**config.mk**
```make
export PLATFORM = sky130hd
export DESIGN_NAME = scl_timing_gen
export DESIGN_NICKNAME = d
export VERILOG_FILES = /design/src/rtl/scl_gen_pkg.sv /design/src/rtl/scl_line_filter.sv /design/src/rtl/scl_phase_fsm.sv /design/src/rtl/sda_delay_unit.sv /design/src/rtl/scl_timing_gen.sv
export SDC_FILE = /design/constraint.sdc
export NUM_CORES = 1
export LEC_CHECK = 0
export BUFFER_PORTS_ARGS = -buffer_cell sky130_fd_sc_hd__buf_2
export CORE_ASPECT_RATIO = 0.6
export CORE_MARGIN = 3
export CORE_UTILIZATION = 45
export DETAILED_ROUTE_END_ITERATION = 10
export MAX_ROUTING_LAYER = met4
export PLACE_DENSITY_LB_ADDON = 0.2
export SLEW_MARGIN = 5
export SYNTH_ARGS = -nofsm -noshare
export SYNTH_HDL_FRONTEND = slang
export SYNTH_HIERARCHICAL = 1
export SYNTH_SLANG_ARGS = --single-unit
export TNS_END_PERCENT = 1
```
**constraint.sdc**
```tcl
create_clock -name clk_i -period 5.1 [get_ports clk_i]
set_clock_uncertainty 0.1 [all_clocks]
set_input_delay 1.275 -clock clk_i [delete_from_list [all_inputs] [get_ports clk_i]]
set_output_delay 1.275 -clock clk_i [all_outputs]
set_load 0.01 [all_outputs]
```
**src/rtl/scl_gen_pkg.sv**
```systemverilog
package scl_gen_pkg;
   typedef enum logic [1:0] {
      PH_IDLE    = 2'd0,
      PH_LOW     = 2'd1,
      PH_WAIT_HI = 2'd2,
      PH_HIGH    = 2'd3
   } phase_e;
endpackage

```
**src/rtl/scl_line_filter.sv**
```systemverilog
module scl_line_filter #(
   parameter int SYNC_STAGES = 2,
   parameter int FLT_W       = 2
) (
   input  logic             clk_i,
   input  logic             rst_ni,
   input  logic             scl_pin_i,
   input  logic [FLT_W-1:0] depth_i,
   output logic             scl_filt_o
);
   localparam logic [FLT_W-1:0] CNT_ONE = FLT_W'(1);

   logic [SYNC_STAGES-1:0] sync_q;
   logic                   sync_s;
   logic                   filt_q;
   logic [FLT_W-1:0]       fcnt_q;

   for (genvar s = 0; s < SYNC_STAGES; s++) begin : g_sync
      if (s == 0) begin : g_first
         always_ff @(posedge clk_i or negedge rst_ni) begin
            if (!rst_ni) sync_q[0] <= 1'b1;
            else         sync_q[0] <= scl_pin_i;
         end
      end else begin : g_rest
         always_ff @(posedge clk_i or negedge rst_ni) begin
            if (!rst_ni) sync_q[s] <= 1'b1;
            else         sync_q[s] <= sync_q[s-1];
         end
      end
   end

   assign sync_s = sync_q[SYNC_STAGES-1];

   always_ff @(posedge clk_i or negedge rst_ni) begin
      if (!rst_ni) begin
         filt_q <= 1'b1;
         fcnt_q <= '0;
      end else if (sync_s == filt_q) begin
         fcnt_q <= '0;
      end else if ((depth_i == '0) || (fcnt_q == (depth_i - CNT_ONE))) begin
         filt_q <= sync_s;
         fcnt_q <= '0;
      end else begin
         fcnt_q <= fcnt_q + CNT_ONE;
      end
   end

   assign scl_filt_o = (depth_i == '0) ? sync_s : filt_q;

   AST_FILT_FROM_SYNC: assert property (@(posedge clk_i) disable iff (!rst_ni)
      (filt_q != $past(filt_q)) |-> (filt_q == $past(sync_s)));
endmodule

```
**src/rtl/scl_phase_fsm.sv**
```systemverilog
module scl_phase_fsm
   import scl_gen_pkg::*;
#(
   parameter int DIV_W = 16
) (
   input  logic             clk_i,
   input  logic             rst_ni,
   input  logic             run_i,
   input  logic [DIV_W-1:0] div_i,
   input  logic             scl_filt_i,
   output logic             scl_drive_low_o,
   output logic             low_start_o,
   output logic             low_start_nx_o,
   output logic             high_seen_o,
   output logic             idle_o
);
   localparam logic [DIV_W-1:0] CNT_ONE = DIV_W'(1);

   phase_e           state_q, state_d;
   logic [DIV_W-1:0] cnt_q, cnt_d;
   logic [DIV_W-1:0] div_eff;
   logic             cnt_done;
   logic             hs_d;
   logic             low_start_q, high_seen_q;

   assign div_eff  = (div_i == '0) ? CNT_ONE : div_i;
   assign cnt_done = (cnt_q >= div_eff);

   always_comb begin
      state_d        = state_q;
      cnt_d          = cnt_done ? cnt_q : cnt_q + CNT_ONE;
      low_start_nx_o = 1'b0;
      hs_d           = 1'b0;
      unique case (state_q)
         PH_IDLE: begin
            cnt_d = cnt_q;
            if (run_i) begin
               state_d        = PH_LOW;
               cnt_d          = CNT_ONE;
               low_start_nx_o = 1'b1;
            end
         end
         PH_LOW: begin
            if (cnt_done && !scl_filt_i) state_d = PH_WAIT_HI;
         end
         PH_WAIT_HI: begin
            cnt_d = cnt_q;
            if (scl_filt_i) begin
               state_d = PH_HIGH;
               cnt_d   = CNT_ONE;
               hs_d    = 1'b1;
            end
         end
         PH_HIGH: begin
            if (cnt_done) begin
               if (run_i) begin
                  state_d        = PH_LOW;
                  cnt_d          = CNT_ONE;
                  low_start_nx_o = 1'b1;
               end else begin
                  state_d = PH_IDLE;
               end
            end
         end
         default: state_d = PH_IDLE;
      endcase
   end

   always_ff @(posedge clk_i or negedge rst_ni) begin
      if (!rst_ni) begin
         state_q     <= PH_IDLE;
         cnt_q       <= '0;
         low_start_q <= 1'b0;
         high_seen_q <= 1'b0;
      end else begin
         state_q     <= state_d;
         cnt_q       <= cnt_d;
         low_start_q <= low_start_nx_o;
         high_seen_q <= hs_d;
      end
   end

   assign scl_drive_low_o = (state_q == PH_LOW);
   assign low_start_o     = low_start_q;
   assign high_seen_o     = high_seen_q;
   assign idle_o          = (state_q == PH_IDLE);

   AST_LOW_STROBE: assert property (@(posedge clk_i) disable iff (!rst_ni)
      low_start_o |-> (scl_drive_low_o && !$past(scl_drive_low_o)));
   AST_ONE_STROBE: assert property (@(posedge clk_i) disable iff (!rst_ni)
      $onehot0({low_start_o, high_seen_o}));
   AST_LOW_SEEN: assert property (@(posedge clk_i) disable iff (!rst_ni)
      (!scl_drive_low_o && $past(scl_drive_low_o)) |-> $past(!scl_filt_i));
   AST_HIGH_AFTER_LINE: assert property (@(posedge clk_i) disable iff (!rst_ni)
      high_seen_o |-> $past(scl_filt_i));
   AST_NO_LOW_WHEN_STOPPED: assert property (@(posedge clk_i) disable iff (!rst_ni)
      (scl_drive_low_o && !$past(scl_drive_low_o)) |-> $past(run_i));
endmodule

```
**src/rtl/sda_delay_unit.sv**
```systemverilog
module sda_delay_unit #(
   parameter int DLY_W = 8
) (
   input  logic             clk_i,
   input  logic             rst_ni,
   input  logic             low_start_nx_i,
   input  logic             idle_i,
   input  logic [DLY_W-1:0] dly_i,
   input  logic             sda_low_req_i,
   output logic             sda_drive_low_o,
   output logic             sda_upd_o
);
   localparam logic [DLY_W-1:0] DLY_ONE = DLY_W'(1);

   logic             sda_q, upd_q, pend_q;
   logic [DLY_W-1:0] dcnt_q;

   always_ff @(posedge clk_i or negedge rst_ni) begin
      if (!rst_ni) begin
         sda_q  <= 1'b0;
         upd_q  <= 1'b0;
         pend_q <= 1'b0;
         dcnt_q <= '0;
      end else begin
         upd_q <= 1'b0;
         if (low_start_nx_i) begin
            if (dly_i == '0) begin
               sda_q  <= sda_low_req_i;
               upd_q  <= 1'b1;
               pend_q <= 1'b0;
            end else begin
               pend_q <= 1'b1;
               dcnt_q <= dly_i - DLY_ONE;
            end
         end else if (pend_q) begin
            if (dcnt_q == '0) begin
               sda_q  <= sda_low_req_i;
               upd_q  <= 1'b1;
               pend_q <= 1'b0;
            end else begin
               dcnt_q <= dcnt_q - DLY_ONE;
            end
         end else if (idle_i) begin
            sda_q <= sda_low_req_i;
         end
      end
   end

   assign sda_drive_low_o = sda_q;
   assign sda_upd_o       = upd_q;

   AST_SDA_MOVES_ON_STROBE: assert property (@(posedge clk_i) disable iff (!rst_ni)
      (sda_q != $past(sda_q)) |-> (upd_q || $past(idle_i)));
endmodule

```
**src/rtl/scl_timing_gen.sv**
```systemverilog
module scl_timing_gen #(
   parameter int DIV_W       = 16,
   parameter int DLY_W       = 8,
   parameter int FLT_W       = 2,
   parameter int SYNC_STAGES = 2
) (
   input  logic             clk_i,
   input  logic             rst_ni,
   input  logic             run_i,
   input  logic [DIV_W-1:0] div_i,
   input  logic [DLY_W-1:0] sda_dly_i,
   input  logic [FLT_W-1:0] flt_depth_i,
   input  logic             scl_pin_i,
   input  logic             sda_low_req_i,
   output logic             scl_drive_low_o,
   output logic             sda_drive_low_o,
   output logic             low_start_o,
   output logic             high_seen_o,
   output logic             sda_upd_o
);
   if (SYNC_STAGES < 2) begin : g_bad_sync
      $error("scl_timing_gen: SYNC_STAGES must be at least 2");
   end
   if (DIV_W < 2 || DLY_W < 1 || FLT_W < 1) begin : g_bad_width
      $error("scl_timing_gen: field widths out of range");
   end

   logic scl_filt;
   logic low_start_nx;
   logic idle;

   scl_line_filter #(
      .SYNC_STAGES(SYNC_STAGES),
      .FLT_W      (FLT_W)
   ) u_filter (
      .clk_i     (clk_i),
      .rst_ni    (rst_ni),
      .scl_pin_i (scl_pin_i),
      .depth_i   (flt_depth_i),
      .scl_filt_o(scl_filt)
   );

   scl_phase_fsm #(
      .DIV_W(DIV_W)
   ) u_fsm (
      .clk_i          (clk_i),
      .rst_ni         (rst_ni),
      .run_i          (run_i),
      .div_i          (div_i),
      .scl_filt_i     (scl_filt),
      .scl_drive_low_o(scl_drive_low_o),
      .low_start_o    (low_start_o),
      .low_start_nx_o (low_start_nx),
      .high_seen_o    (high_seen_o),
      .idle_o         (idle)
   );

   sda_delay_unit #(
      .DLY_W(DLY_W)
   ) u_sda (
      .clk_i          (clk_i),
      .rst_ni         (rst_ni),
      .low_start_nx_i (low_start_nx),
      .idle_i         (idle),
      .dly_i          (sda_dly_i),
      .sda_low_req_i  (sda_low_req_i),
      .sda_drive_low_o(sda_drive_low_o),
      .sda_upd_o      (sda_upd_o)
   );

   AST_IDLE_SCL_RELEASED: assert property (@(posedge clk_i) disable iff (!rst_ni)
      (!$past(run_i) && !$past(scl_drive_low_o)) |-> !scl_drive_low_o);
endmodule

```
Word level (Yosys, flattened, before mapping). Index checks and enable logic that the tools add are counted.

Add/subtract/negate cells: 5. Magnitude comparators: 1. Equality and inequality tests: 13. Multiplexer cells: 38. Bitwise operators: 1. Reduce and logical (&&, ||, !) cells: 15.

Operators with widths (count): 16-bit 2-to-1 mux (6); 16-bit one-hot mux with 3 select lines (1); 8-bit 2-to-1 mux (4); 1-bit 2-to-1 mux (19); 16-bit by 1-bit adder with 16-bit output, second input constant (1); 16-bit >= comparator (1); 16-bit logical NOT (1); 8-bit logical NOT (2); 8-bit by 1-bit subtractor with 8-bit output, second input constant (2); 2-bit 2-to-1 mux (6); 2-bit by 1-bit inequality test with 1-bit output, second input constant (4); 2-bit one-hot mux with 4 select lines (1); 2-bit inequality test, second input constant (3); 3-bit AND reduction (2); 2-bit == test, second input constant (2); 2-bit logical NOT (2); 2-bit AND reduction (2); 4-bit AND reduction (1); 3-bit inequality test, second input constant (1); 3-bit nonzero test (1); 2-bit by 1-bit adder with 2-bit output, second input constant (1); 2-bit by 1-bit == test with 1-bit output, second input constant (1); 2-bit == test (1); 1-bit one-hot mux with 2 select lines (1); 7 further kinds (7).

Flip-flop bits (word level): 36. Input bits: 31. Output and inout port bits: 5. Logic and storage cells: 85.

Logic depth before layout (Yosys ltp).
Depth after elaboration: 7. Mapped depth: 18.

Modules after synthesis. Netlist, hierarchy kept.

Modules (own cells, without submodules): scl_phase_fsm (times used 1, cells an instance 182, area an instance 1664.1 sq um); sda_delay_unit (times used 1, cells an instance 82, area an instance 800.8 sq um); scl_line_filter (times used 1, cells an instance 19, area an instance 230.2 sq um).

Worst setup path before layout. OpenSTA, ideal clock, no wires.

Path type: input-to-reg. Start: input port div_i[8]. End: register u_sda.dcnt_q[4]. Arrival: 4.815 ns. Setup slack: 0.060 ns. Cell stages on the path: 18. Buffers on the path: 3. Path through: nor4_1 -> a41o_1 -> ha_1 -> nand2b_1 -> a2111oi_0 -> o21a_1 -> o21ai_0 -> a21oi_1 -> nor3_1 -> clkbuf_1 -> clkbuf_1 -> mux2i_1 -> ha_1 -> clkbuf_1 -> nor3b_1 -> xnor2_1 -> mux2i_1 -> mux2_4.

Word-level cells in the longest chain between the ends: 7. Elaborated cells on any way between the ends: 10. Classes of those cells: 1 x order compare; 2 x eq/ne; 4 x mux; 3 x reduce/logical.

RTL lines: from (decl) (RTL line scl_timing_gen.sv:10) `input logic [DIV_W-1:0] div_i,`; 16-bit logical NOT (RTL line scl_phase_fsm.sv:26) `assign div_eff = (div_i == '0) ? CNT_ONE : div_i;`; 16-bit 2-to-1 mux (*) (RTL line scl_phase_fsm.sv:26); 16-bit >= comparator (*) (RTL line scl_phase_fsm.sv:27) `assign cnt_done = (cnt_q >= div_eff);`; 1-bit 2-to-1 mux (*) (RTL line scl_phase_fsm.sv:55) `if (cnt_done) begin`; 1-bit one-hot mux with 2 select lines (*) (RTL line scl_phase_fsm.sv:34) `unique case (state_q)`; net low_start_nx (RTL line scl_timing_gen.sv:29) `logic low_start_nx;`; 2-bit inequality test (no source line) / 2-bit nonzero test (equally long branches); 3-bit AND reduction (no source line); to (signal assigned) (RTL line sda_delay_unit.sv:33) `dcnt_q <= dly_i - DLY_ONE;`; to (signal assigned) (RTL line sda_delay_unit.sv:41) `dcnt_q <= dcnt_q - DLY_ONE;`; to (decl) (RTL line sda_delay_unit.sv:16) `logic [DLY_W-1:0] dcnt_q;`.

Mark *: on every way through the listed nets, which the timed path passes. The rest lies on a longest branch. A chain may end at the register's enable or synchronous reset.

Worst setup path after layout. Ends and elaborated chain as after synthesis.

==> results.json <==
{
  "ioPinCount": 36,
  "ctsRootBufferMaster": "clkbuf_8",
  "relSlewSlack_pct": 43.14,
  "hpwl_um": 4758,
  "postSynthCellCount": 283,
  "crit_type": "input pin to flip-flop",
  "clock_latency_ns": 0.29,
  "wirelength_um": 6307,
  "htreeDepth": 2,
  "synth_edf_count": 0,
  "die_h_um": 65.95,
  "dr.pass1.iters": 4,
  "place.gp.congestion": 0.8905,
  "powerDensity_nw_per_um2": 411.8,
  "ir_worst_vdd_mv": 0.2150,
  "drc": 0,
  "final_area_um2": 3107,
  "worst_r2r_startpoint": "u_fsm/cnt_q[11]$_DFFE_PN0P_",
  "regToRegEndpoint": "u_sda/dcnt_q[4]$_DFFE_PN0P_",
  "leakage_uw": 0.001447,
  "worstSetupStartpoint": "div_i[8]",
  "crit_path_end": "u_sda/dcnt_q[4]$_DFFE_PN0P_",
  "die-area_um2": 6984,
  "required_ns": 5.17,
  "startpoint_type": "input pin",
  "grt_pass1_wl_um": 10880,
  "setup_violations": 0,
  "diodes": 0,
  "status": "finished, final reports clean",
  "drt_iter0_drc": 141,
  "netlist_area_um2": 2695,
  "path_max_fanout": 7,
  "grt_max_degree": 37,
  "slew_viol_final": 0,
  "synth_flop_cell": "dfrtp_1",
  "synth_nets": 337,
  "placed_cells": 398,
  "synthDistinctLibCells": 63,
  "worstPathCellList": "buf_2 > nor4_1 > a41o_1 > ha_1 > nand2b_1 > a2111oi_0 > o21a_1 > o21ai_0 > a21oi_1 > nor3_4 > mux2i_1 > ha_1 > nor3b_1 > xnor2_1 > mux2i_1 > mux2_4",
  "hold_viol": 0,
  "r2r_slack_ns": 1.37,
  "clk_path_buf_depth": 2,
  "drive_gt1_share_pct": 23.01,
  "ys_seq_area_share_pct": 33.57,
  "worstPathArrival_ns": 4.76,
  "ant_nets": 0,
  "path_clk_slew_ns": 0.07,
  "cp_slowest_cell": "nor4_1",
  "start_util_pct": 47.49,
  "fp-row-count": 21,
  "nNetsFinal": 379,
  "cpPeakStageDelay_ns": 0.39,
  "min_period_ns": 4.696,
  "tns_ns": 0,
  "cts_hold_buf": 0,
  "placed_area_um2": 3000,
  "synth_warnings": 6,
  "cap_violations": 0,
  "wire_per_inst_um": 15.53,
  "syn_to_final_growth_pct": 15.27,
  "cts_sinks": 36,
  "cts_buffers": 5,
  "reg2regPathDepth": 13,
  "total_power_uw": 1279,
  "clock.fmax_mhz": 212.9,
  "fin_crit_sh_pct": 92.09,
  "tritoncts": "built",
  "hold_path_class": "flip-flop to flip-flop",
  "viasPerCell": 5.591,
  "fin_util_pct": 54.74,
  "antenna_found_initial": 0,
  "async_flop_share_pct": 100.0,
  "worst_pin_slew_ns": 0.8529,
  "rsz0062_at_grt": "no",
  "die_w_um": 105.9,
  "port_buffers": 35,
  "grt_pass1_vias": 2081,
  "grtUsageTotal_pct": 20.14,
  "fin_cells": 406,
  "grt_overflow_total": 0,
  "synth_area_per_cell_um2": 9.523,
  "ys_ff_latch": 36,
  "core-area_um2": 5675,
  "end_kind": "flip-flop",
  "vias": 2270
}
-- per-stage QoR --
step,setup slack [ns],hold WS (ns)
after floorplan,0.06045,0.2452
after global placement,0.2016,0.2511
after detailed placement,0.1392,0.2488
after CTS,0.3772,0.2587
after global routing,0.04082,0.2662
final,0.4036,0.2578
-- state kept, by name (all words and copies together) (netlist names) --
name                   cells
u_sda/sda_upd_o            1
u_sda/dcnt_q               8
u_filter/filt_q            1
u_filter/sync_s            1
u_filter/sync_q            1
u_filter/fcnt_q            2
u_fsm/high_seen_o          1
u_fsm/state_q              2
u_sda/pend_q               1
u_fsm/cnt_q               16
u_fsm/low_start_o          1
u_sda/sda_drive_low_o      1
-- worst max-delay path: cells and delay by family --
family / cells / cell delay, ns
compound gates: 5 / 1.27
buf+inv: 1 / 0.11
xor+xnor: 1 / 0.15
simple gates: 4 / 0.89
fa+ha+maj: 2 / 0.50
mux: 3 / 0.56
-- layout make-up --
class / count / area [µm²]
sequential: 36 / 904.6
tap: 80 / 100.1
fill: 513 / 2569
multi-input combinational: 208 / 1647
inverter: 30 / 112.6
timing repair buffer: 44 / 242.7
clock buffer: 8 / 100.1
-- cells in the mapped netlist, types with 3 or more instances --
cell type	count	area share (%)
nor3_1	8	1.5
dfrtp_1	33	31
o211ai_1	7	1.9
dfstp_2	3	2.9
a21oi_1	21	3.9
inv_1	30	4.2
a22oi_1	3	0.84
nand3_1	5	0.93
clkbuf_1	6	0.84
xnor2_1	5	1.6
or3_1	3	0.70
a211oi_1	5	1.4
nand2_1	11	1.5
ha_1	23	11
o21ai_0	9	1.7
xor2_1	15	4.9
nor4_1	5	1.2
o21a_1	3	0.84
nor2_1	19	2.6
o2111ai_1	6	1.9
mux2i_1	6	2.2
o2bb2ai_1	3	0.98
-- cell families (layout without fill, tap and decap cells) --
family	count (synthesis)	count (layout)	share of synthesized area, %
AO/OA/AOI/OAI	78	78	22.61
XOR/XNOR	20	20	6.500
adder cells (fa/ha/maj)	23	23	10.68
buffers and inverters	39	82	5.756
flip-flops	36	36	33.57
multiplexers	12	12	5.014
AND/OR/NAND/NOR	75	75	15.88
-- report_power, final --
group          internal (µW)  switching [µW]  total [µW]
Clock                    123             104         227
Sequential               363            75.5         439
Combinational            271             342         613
-- layout by cell type, fill, tap and decap left out, types with 2 or more instances in the layout --
master,n
ha_1,23
mux2i_1,6
o2111ai_1,6
mux2_4,2
and2_1,2
nor2b_1,2
nand2b_1,2
xor2_1,15
nand4_1,2
nor2_1,19
or3_1,3
clkbuf_8,7
a211oi_1,5
a22oi_1,3
mux2_1,2
nor4_1,5
a41o_1,2
mux2_2,2
nor3_1,7
o21ai_0,9
o21a_1,3
o211a_1,2
a2111oi_4,2
nand2_1,11
xnor2_1,5
nand3_1,5
or2b_2,2
dfrtp_1,33
and3_1,2
o211ai_1,7
inv_1,30
nor3b_1,2
a21oi_1,21
dfstp_2,3
o2bb2ai_1,3
buf_4,9
buf_2,35
-- worst min-delay path by stage --
stage                                      start                        end  slack [ns]  cells after the start
detailed placement  u_filter/sync_q[0]$_DFF_PN1_  u_filter/sync_s$_DFF_PN1_        0.25                      0
finish              u_filter/sync_q[0]$_DFF_PN1_  u_filter/sync_s$_DFF_PN1_        0.26                      0
CTS                 u_filter/sync_q[0]$_DFF_PN1_  u_filter/sync_s$_DFF_PN1_        0.26                      0
floorplan           u_filter/sync_q[0]$_DFF_PN1_  u_filter/sync_s$_DFF_PN1_        0.25                      0
global route        u_filter/sync_q[0]$_DFF_PN1_  u_filter/sync_s$_DFF_PN1_        0.27                      0
global placement    u_filter/sync_q[0]$_DFF_PN1_  u_filter/sync_s$_DFF_PN1_        0.25                      0
-- layer usage --
layer	vias to the layer above	wire length (µm)	global-route usage (%)
li1	1128	-	-
met1	1057	3342	31.46
met2	77	2430	25.79
met3	8	494	4.780
met4	0	40	3.877
met5	-	0	-
-- repair_timing --
item | 4_1_cts | 5_1_grt
endpoints found under the setup margin | 0 | 1
buffers inserted | 0 | 0
gates resized for setup | 0 | 1
(Power assumes the default switching activity.)
